[src/rtl/cyc_code_pkg.sv]
package cyc_code_pkg;

    localparam int unsigned R_MAX = 11;
    localparam int unsigned N_MAX = 31;
    localparam int unsigned RW    = $clog2(R_MAX + 1);
    localparam int unsigned NW    = $clog2(N_MAX + 1);

    typedef enum logic [1:0] {
        CODE_GOLAY_A = 2'b00,
        CODE_GOLAY_B = 2'b01,
        CODE_HAM_A   = 2'b10,
        CODE_HAM_B   = 2'b11
    } code_sel_e;

    typedef enum logic [1:0] {
        PH_IDLE,
        PH_LOAD,
        PH_PARITY,
        PH_FINISH
    } phase_e;

    // Generator description: low coefficients (X^r term implied), degree, length
    typedef struct packed {
        logic [R_MAX-1:0] taps;
        logic [RW-1:0]    deg;
        logic [NW-1:0]    len;
    } code_desc_t;

    function automatic code_desc_t describe(input code_sel_e sel);
        code_desc_t d;
        case (sel)
            CODE_GOLAY_A: begin
                d.taps = R_MAX'(11'h475);
                d.deg  = RW'(11);
                d.len  = NW'(23);
            end
            CODE_GOLAY_B: begin
                d.taps = R_MAX'(11'h2E3);
                d.deg  = RW'(11);
                d.len  = NW'(23);
            end
            default: begin
                d.taps = R_MAX'(11'h005);
                d.deg  = RW'(5);
                d.len  = NW'(31);
            end
        endcase
        return d;
    endfunction

endpackage

[src/rtl/cyc_code_ctrl.sv]
module cyc_code_ctrl
    import cyc_code_pkg::*;
#(
    parameter int unsigned NW_P = NW,
    parameter int unsigned RW_P = RW
) (
    input  logic         clk,
    input  logic         rst,
    input  logic         start_i,
    input  logic [1:0]   sel_i,
    input  logic         check_i,
    input  logic         bit_valid_i,
    output phase_e       phase_o,
    output code_desc_t   desc_o,
    output logic         check_o,
    output logic         accept_o,
    output logic         par_shift_o,
    output logic         clear_o,
    output logic         last_in_o
);

    phase_e           phase_q;
    code_desc_t       desc_q;
    logic             check_q;
    logic [NW_P-1:0]  cnt_q;
    logic [NW_P-1:0]  in_len;
    logic             last_par;

    assign in_len      = check_q ? desc_q.len : desc_q.len - NW_P'(desc_q.deg);
    assign accept_o    = (phase_q == PH_LOAD) && bit_valid_i;
    assign last_in_o   = accept_o && (cnt_q == in_len - NW_P'(1));
    assign par_shift_o = (phase_q == PH_PARITY);
    assign last_par    = par_shift_o && (cnt_q == NW_P'(desc_q.deg) - NW_P'(1));
    assign clear_o     = (phase_q == PH_IDLE) && start_i;

    assign phase_o = phase_q;
    assign desc_o  = desc_q;
    assign check_o = check_q;

    always_ff @(posedge clk) begin
        if (rst) begin
            phase_q <= PH_IDLE;
            desc_q  <= '0;
            check_q <= 1'b0;
            cnt_q   <= '0;
        end else begin
            case (phase_q)
                PH_IDLE: begin
                    if (start_i) begin
                        desc_q  <= describe(code_sel_e'(sel_i));
                        check_q <= check_i;
                        cnt_q   <= '0;
                        phase_q <= PH_LOAD;
                    end
                end
                PH_LOAD: begin
                    if (accept_o) begin
                        if (last_in_o) begin
                            cnt_q   <= '0;
                            phase_q <= check_q ? PH_FINISH : PH_PARITY;
                        end else begin
                            cnt_q <= cnt_q + NW_P'(1);
                        end
                    end
                end
                PH_PARITY: begin
                    if (last_par) begin
                        cnt_q   <= '0;
                        phase_q <= PH_FINISH;
                    end else begin
                        cnt_q <= cnt_q + NW_P'(1);
                    end
                end
                default: phase_q <= PH_IDLE;
            endcase
        end
    end

endmodule

[src/rtl/cyc_code_divider.sv]
module cyc_code_divider
    import cyc_code_pkg::*;
#(
    parameter int unsigned W  = R_MAX,
    parameter int unsigned DW = RW
) (
    input  logic          clk,
    input  logic          rst,
    input  logic          clear_i,
    input  logic          shift_i,
    input  logic          par_i,
    input  logic          premul_i,
    input  logic          bit_i,
    input  logic [W-1:0]  taps_i,
    input  logic [DW-1:0] deg_i,
    output logic [W-1:0]  next_o,
    output logic          msb_o
);

    logic [W-1:0] state_q;
    logic [W-1:0] top_sel;
    logic [W-1:0] nxt;
    logic         msb;
    logic         fb;
    logic         low_in;

    assign msb    = |(state_q & top_sel);
    assign fb     = par_i ? 1'b0 : (premul_i ? (bit_i ^ msb) : msb);
    assign low_in = (par_i || premul_i) ? 1'b0 : bit_i;

    for (genvar i = 0; i < W; i++) begin : g_stage
        assign top_sel[i] = (deg_i == DW'(i + 1));
        if (i == 0) begin : g_first
            assign nxt[i] = (DW'(i) < deg_i) & (low_in ^ (fb & taps_i[i]));
        end else begin : g_rest
            assign nxt[i] = (DW'(i) < deg_i) & (state_q[i-1] ^ (fb & taps_i[i]));
        end
    end

    always_ff @(posedge clk) begin
        if (rst || clear_i) begin
            state_q <= '0;
        end else if (shift_i || par_i) begin
            state_q <= nxt;
        end
    end

    assign next_o = nxt;
    assign msb_o  = msb;

endmodule

[src/rtl/cyc_code_lfsr.sv]
module cyc_code_lfsr
    import cyc_code_pkg::*;
#(
    parameter int unsigned SYN_W = R_MAX
) (
    input  logic             clk,
    input  logic             rst,
    input  logic [1:0]       code_sel,
    input  logic             check_mode,
    input  logic             start,
    input  logic             in_valid,
    input  logic             in_bit,
    output logic             busy,
    output logic             out_valid,
    output logic             out_bit,
    output logic             done,
    output logic [SYN_W-1:0] syndrome,
    output logic             syn_nonzero
);

    phase_e           phase;
    code_desc_t       desc;
    logic             chk;
    logic             accept;
    logic             par_shift;
    logic             clear;
    logic             last_in;
    logic [R_MAX-1:0] div_next;
    logic             div_msb;

    logic             out_valid_q;
    logic             out_bit_q;
    logic [SYN_W-1:0] syn_q;
    logic             syn_nz_q;

    cyc_code_ctrl u_ctrl (
        .clk         (clk),
        .rst         (rst),
        .start_i     (start),
        .sel_i       (code_sel),
        .check_i     (check_mode),
        .bit_valid_i (in_valid),
        .phase_o     (phase),
        .desc_o      (desc),
        .check_o     (chk),
        .accept_o    (accept),
        .par_shift_o (par_shift),
        .clear_o     (clear),
        .last_in_o   (last_in)
    );

    cyc_code_divider u_div (
        .clk      (clk),
        .rst      (rst),
        .clear_i  (clear),
        .shift_i  (accept),
        .par_i    (par_shift),
        .premul_i (~chk),
        .bit_i    (in_bit),
        .taps_i   (desc.taps),
        .deg_i    (desc.deg),
        .next_o   (div_next),
        .msb_o    (div_msb)
    );

    always_ff @(posedge clk) begin
        if (rst) begin
            out_valid_q <= 1'b0;
            out_bit_q   <= 1'b0;
            syn_q       <= '0;
            syn_nz_q    <= 1'b0;
        end else begin
            out_valid_q <= (accept && !chk) || par_shift;
            out_bit_q   <= par_shift ? div_msb : in_bit;
            if (last_in && chk) begin
                syn_q    <= SYN_W'(div_next);
                syn_nz_q <= |div_next;
            end
        end
    end

    assign busy        = (phase != PH_IDLE);
    assign done        = (phase == PH_FINISH);
    assign out_valid   = out_valid_q;
    assign out_bit     = out_bit_q;
    assign syndrome    = syn_q;
    assign syn_nonzero = syn_nz_q;

endmodule

[config.mk]
export PLATFORM = sky130hd
export DESIGN_NAME = cyc_code_lfsr
export DESIGN_NICKNAME = d
export VERILOG_FILES = /design/src/rtl/cyc_code_pkg.sv /design/src/rtl/cyc_code_ctrl.sv /design/src/rtl/cyc_code_divider.sv /design/src/rtl/cyc_code_lfsr.sv
export SDC_FILE = /design/constraint.sdc
export NUM_CORES = 1
export LEC_CHECK = 0
export ABC_AREA = 0
export BUFFER_PORTS_ARGS = -buffer_cell sky130_fd_sc_hd__buf_2
export CAP_MARGIN = 20
export CORE_ASPECT_RATIO = 2
export CORE_MARGIN = 2
export CORE_UTILIZATION = 45
export DETAILED_ROUTE_END_ITERATION = 16
export PLACE_DENSITY = 0.67
export REMOVE_ABC_BUFFERS = 1
export SYNTH_ARGS = -nofsm -noshare
export SYNTH_HDL_FRONTEND = slang
export SYNTH_SLANG_ARGS = --single-unit
export TNS_END_PERCENT = 100
[constraint.sdc]
create_clock -name clk -period 3.9 [get_ports clk]
set_input_delay 0.585 -clock clk [delete_from_list [all_inputs] [get_ports clk]]
set_output_delay 0.585 -clock clk [all_outputs]
set_load 0.05 [all_outputs]
# Word-level counts from Yosys, hierarchy flattened
# Index checks and enable logic that the tools add are counted.
[op_classes] addsub=4 n_lt_le_gt_ge=11 eq_ne=21 mux=17 bitwise_logic=36 reduce_logical=20
[ops] operator="case mux 20 bit (2 select lines)" count=1
[ops] operator="2-to-1 mux 5 bit" count=5
[ops] operator="AND 1 bit" count=22
[ops] operator="OR reduction 11 bit" count=2
[ops] operator="equality test 4 x 3 -> 1 bit (second input constant)" count=4
[ops] operator="equality test 4 bit (second input constant)" count=4
[ops] operator="less-than comparator 3 x 4 -> 1 bit (first input constant)" count=4
[ops] operator="case mux 5 bit (3 select lines)" count=1
[ops] operator="less-than comparator 4 bit (first input constant)" count=3
[ops] operator="XOR 1 bit" count=12
[ops] operator="AND 11 bit" count=1
[ops] operator="equality test 5 bit" count=2
[ops] operator="equality test 4 x 2 -> 1 bit (second input constant)" count=2
[ops] operator="less-than comparator 1 x 4 -> 1 bit (first input constant)" count=2
[ops] operator="less-than comparator 2 x 4 -> 1 bit (first input constant)" count=2
[ops] operator="2-to-1 mux 2 bit" count=4
[ops] operator="logical AND 1 bit" count=6
[ops] operator="!= test 2 bit (second input constant)" count=3
[ops] operator="case mux 2 bit (3 select lines)" count=1
[ops] operator="adder 5 x 1 -> 5 bit (second input constant)" count=1
[ops] operator="2-to-1 mux 1 bit" count=5
[ops] operator="subtractor 4 x 1 -> 5 bit (second input constant)" count=1
[ops] operator="subtractor 5 x 1 -> 5 bit (second input constant)" count=1
[ops] operator="subtractor 5 x 4 -> 5 bit" count=1
[ops] operator="13 further kinds" count=19
[totals] regBits=53 input_bits=8 output_inout_bits=16 word_cells=120

# Longest topological paths before layout
[logic_depth] depth_word=10 mapped_depth=16 depth_no_buf=14

# Hierarchy
# A second synthesis with hierarchy kept.
[hier_totals] cells_unflattened=372 area_unflattened_um2=2940.3
[modules_own_cells] mod="cyc_code_ctrl" instances=1 cells_each=151 area_each_um2=1211.2 seq_area_each_um2=280.3
[modules_own_cells] mod="cyc_code_divider" instances=1 cells_each=156 area_each_um2=1146.1 seq_area_each_um2=220.2
[modules_own_cells] mod="cyc_code_lfsr" instances=1 cells_each=65 area_each_um2=583.1 seq_area_each_um2=280.3

# Worst setup path before layout
# OpenSTA, ideal clock, no wires.
[synth_timing] path_kind="register to register" startpoint="register u_ctrl.desc_q (netlist bit u_ctrl.desc_o[6])" endpoint="register syn_q[10], in the netlist syndrome[10]" setup_ns=0.128 t_arrival_ns=2.880 t_required_ns=3.772 path_slack_ns=0.892 stages_incl_launch_ff=13 n_path_buf=2 period_less_slack_ns=3.008 cell_sequence="dfxtp_1 -> buf_2 -> clkinv_1 -> ha_1 -> xor2_1 -> a2111oi_2 -> nor3_1 -> nor3_1 -> o2111ai_1 -> nor2_2 -> buf_4 -> mux2i_1 -> nor2_1"
[synth_via] elab_chain_cells=9 elab_cells_between_ends=26 classes_between="add/sub (2); order compare (1); eq/ne (12); mux (3); bitwise (5); reduce/logical (3)"
[synth_rtl] element="from (decl)" line="cyc_code_ctrl.sv:23" source="code_desc_t desc_q;"
[synth_rtl] element="from (signal assigned)" line="cyc_code_ctrl.sv:50" source="desc_q <= describe(code_sel_e'(sel_i));"
[synth_rtl] element="branches (longest 9 deep; another with subtractor 5 x 4 -> 5 bit)"
[synth_rtl] element="to (signal assigned)" line="cyc_code_lfsr.sv:76" source="syn_q <= SYN_W'(div_next);"
[synth_rtl] element="to (decl)" line="cyc_code_lfsr.sv:33" source="logic [SYN_W-1:0] syn_q;"
# Several ways; the timed one is not identified.
# A chain may end at the register's enable or synchronous reset.

# Worst setup path in the final report
[layout_timing] startpoint="register u_ctrl.desc_q (netlist bit u_ctrl.desc_o[3])" endpoint="register syn_q[8], in the netlist syndrome[8]"
[layout_via] elab_chain_cells=6
[layout_rtl] element="subtractor 5 x 4 -> 5 bit" line="cyc_code_ctrl.sv:29" source="assign in_len = check_q ? desc_q.len : desc_q.len - NW_P'(desc_q.deg);"
[layout_rtl] element="2-to-1 mux 5 bit *" line="cyc_code_ctrl.sv:29"
[layout_rtl] element="subtractor 5 x 1 -> 5 bit *" line="cyc_code_ctrl.sv:31" source="assign last_in_o = accept_o && (cnt_q == in_len - NW_P'(1));"
[layout_rtl] element="equality test 5 bit *" line="cyc_code_ctrl.sv:31"
[layout_rtl] element="logical AND 1 bit *" line="cyc_code_ctrl.sv:31"
[layout_rtl] element="logical AND 1 bit *" line="cyc_code_lfsr.sv:75" source="if (last_in && chk) begin"
# Every way passes the cells marked *; elsewhere a longest branch is shown, timed or not.

==> out/summary.txt <==
placeable core area -> 0.005660 sq mm
post-synthesis instance area -> 0.002609 sq mm
Yosys warnings -> 0
drt pass-1 iters -> 4
total net switching power -> 671.5 uW
Syn Area/Cell -> 8.256 sq um
startpoint type of the worst setup path -> flip-flop
number of gates resized after CTS -> 0
switching share of power -> 40.42%
Diodes inserted -> 0
internal portion of total power -> 990.0 uW
crit-path max cell delay -> 0.50 ns
VDD IR max -> 0.3610 mV
P&R area growth vs syn -> 11.27%
Worst Slack Setup Final -> 0.5998 ns
endpoints failing hold -> 0
routing usage on met2 -> 41.06%
first-iteration detailed-routing DRC count -> 56
initial antenna violation count -> 0
global route hottest layer -> met2
Layout Cell Area excl Fill -> 0.002903 sq mm
die area -> 0.006459 sq mm
Skew-Pair Late Insertion Delay -> 0.29 ns
Max H-tree Level -> 2
proportion of netlist area held by the largest area contributor -> 29.93%
root buf cell -> clkbuf_16
Net count, final -> 360
final setup TNS -> 0 ns
number of global-route vias before repair -> 2235
Max Freq -> 303.0 MHz
type of the worst min-delay path -> flip-flop to flip-flop
Worst Path Buf+Inv -> 2
top cells by area in the synthesized netlist -> dfxtp_1 (30%), ha_1 (9.6%), a21oi_1 (5.8%), mux2i_1 (5.4%), nand2_1 (5.3%)
Final setup viols -> 0
proportion of power drawn by flip-flops and latches -> 28.2%
overall routing resource usage -> 21.94%
clock sinks -> 39
period utilization -> 84.62%
Static Leakage -> 0.001155 uW
met3 routing resource usage after global routing -> 3.600%
Post-CTS Hold Buffers -> 0
result of the run -> finished, final reports clean
buffers inserted during post-CTS setup optimization -> 0
number of primary I/O pins -> 24
Chip Width -> 57.84 um
family of cells with the greatest summed delay on the critical path -> simple AND/OR/NAND/NOR gates
combinational share of power -> 44.4%
power per cell area -> 572.4 mW/mm^2
cell taking the most area after synthesis -> dfxtp_1
fraction of final layout cells with drive strength greater than 1 -> 12.95%
worst endpoint required time -> 4.05 ns
antenna-violating nets left -> 0
setup slack of the most critical reg-to-reg path -> 0.60 ns
number of enable-type register cells in the synthesized netlist -> 0
first-pass GRT wire length -> 10.81 mm
post-synthesis register bit count -> 39
remaining max-slew budget at the tightest pin -> 32.96%
Place WS -> 0.5814 ns
total DRC errors in the routed layout -> 0
cells after synthesis -> 316
Final Slew Violations -> 0
FFs w/ async S/R, synth -> 0%
Min Clock Period, post-route -> 3.300 ns
routed len/inst -> 16.96 um
total clock buffers created by CTS -> 5
vias after detailed routing -> 2335
post-detailed-routing wire length -> 6.666 mm
clock skew -> 0.004432 ns
largest buffer count on any clock path -> 2
clock share of power -> 27.4%
part of the Yosys area used for sequential elements -> 29.93%
cell type of the slowest stage on the worst timing path -> dfxtp_1
vias per cell -> 5.941
actual transition at the worst max-transition pin -> 1.006 ns
Critical Path Sink Type -> flip-flop
ordered cell list for the critical path -> inv_1 > ha_1 > nor2b_1 > nor3_1 > a21oi_1 > ha_1 > nand3_1 > nand2_1 > xnor2_1 > xnor2_1 > o2111ai_1 > nor2_2 > buf_4 > mux2i_1 > nor2_1
Clock transition at path regs -> 0.05 ns
crit path DAT -> 3.45 ns
largest net degree at the start of global routing -> 34
detailed placer's ending HPWL -> 5.162 mm
category of the critical setup timing path -> flip-flop to flip-flop
primary flip-flop cell chosen by synthesis mapping -> dfxtp_1
Placed Area -> 0.002740 sq mm
met1 layer usage reported by global route -> 20.20%
RSZ-0062 raised after global routing -> no
initial cell density of the core -> 46.09%
Placement Rows -> 39
total overflow reported by the global router -> 0
TritonCTS clock tree -> done
number of input and output port buffers inserted -> 23
RD Place Congestion -> 0.8847
max cap viols -> 0
Vert. Die Dim -> 111.7 um
maximum fanout encountered on the critical timing path -> 10
post-synth cell types -> 62
fill count -> 572
==> flip-flops by register name (all words and copies together), names as in the netlist <==
| register | flops |
|---|---|
| u_ctrl.check_o | 1 |
| out_bit | 1 |
| out_valid | 1 |
| syn_nonzero | 1 |
| u_ctrl.desc_o | 6 |
| u_ctrl.cnt_q | 5 |
| u_ctrl.phase_o | 2 |
| syndrome | 11 |
| u_div.state_q | 11 |
==> per-stage QoR <==
| step | util, % | std cells | power, uW | hold WS, ns |
|---|---|---|---|---|
| floorplan | - | 299 | 1027 | 0.4316 |
| detailed placement | 48.41 | 386 | 1214 | 0.4449 |
| CTS | 51.28 | 393 | 1679 | 0.4529 |
| finish | 51.28 | 393 | 1662 | 0.4545 |
| global route | 51.28 | 393 | 1767 | 0.4712 |
| global placement | 48.41 | 386 | 1204 | 0.4440 |
==> worst paths after layout <==
kind | start | endpoint | cells after the start
setup / recovery | u_ctrl.desc_o[3] | syndrome[8] | 15
hold / removal | u_div.state_q[10] | u_div.state_q[10] | 2
setup reg to reg | u_ctrl.desc_o[3] | syndrome[8] | 15
hold reg to reg | u_div.state_q[10] | u_div.state_q[10] | 2
==> cell usage after synthesis, types with 5 or more instances <==
library cell   n
a211o_1        5
a21oi_1       30
clkbuf_1       9
dfxtp_1       39
ha_1          20
inv_1         11
mux2i_1       14
nand2_1       37
nand2b_1       7
nand3_1        6
nor2_1        25
nor2b_1        6
nor3_1        10
nor3b_1        5
or3_1          6
xnor2_1        6
xor2_1         5
==> cell type report <==
class | count | area (sq um) | share of cell area (%)
repair buffers | 26 | 137.6 | 4.741
multi-input cells | 248 | 1700 | 58.58
inverters | 12 | 45.04 | 1.552
well taps | 61 | 76.32 | 2.629
flip-flops and latches | 39 | 780.7 | 26.90
clock inverters | 2 | 37.54 | 1.293
clock buffers | 5 | 125.1 | 4.310
==> logic make-up after synthesis <==
logic type	Yosys count	synth area share, %
AOI/OAI and AO/OA	79	21.82
muxes	15	5.803
DFF	39	29.93
and+or+nand+nor	122	23.65
adders and majority gates	20	9.592
xor gates and xnor gates	12	4.317
buffers and inverters	29	4.892
==> power groups by stage <==
stage	registers, uW	clock network [uW]	logic (uW)
2_1_floorplan	495	0	532
3_3_place_gp	477	0	727
3_5_place_dp	477	0	737
4_1_cts	468	469	742
5_1_grt	473	483	811
6_report	468	456	737
==> layer usage <==
layer	vias up	part of all wire, %
li1	1158	-
met5	-	0
met2	55	56
met1	1095	35
met4	0	6.0
met3	27	2.5
==> layout by cell type, fill, tap and decap left out, drive strengths merged, types with 2 or more instances in the layout <==
cell,n
dfxtp,39
nand2,37
a21oi,32
nor2,27
buf,26
ha,20
mux2i,14
inv,11
nor3,10
nand2b,7
nor2b,6
nand3,6
xnor2,6
or3,6
xor2,6
o21ai,6
nor3b,5
a211o,5
clkbuf,5
a21o,4
or4,4
a22o,3
nand3b,3
a22oi,3
a21boi,3
a221o,2
o21a,2
nor4,2
a41o,2
nand4,2
a311oi,2
o31ai,2
a2111oi,2
a211oi,2
==> tightest hold or removal path: cells and delay by family, from the launching register on <==
family           cells  cell delay [ns]
AO/OA/AOI/OAI        1             0.05
flip-flops           1             0.31
AND/OR/NAND/NOR      1             0.05
Note: power is estimated with default switching activity, not from simulation.
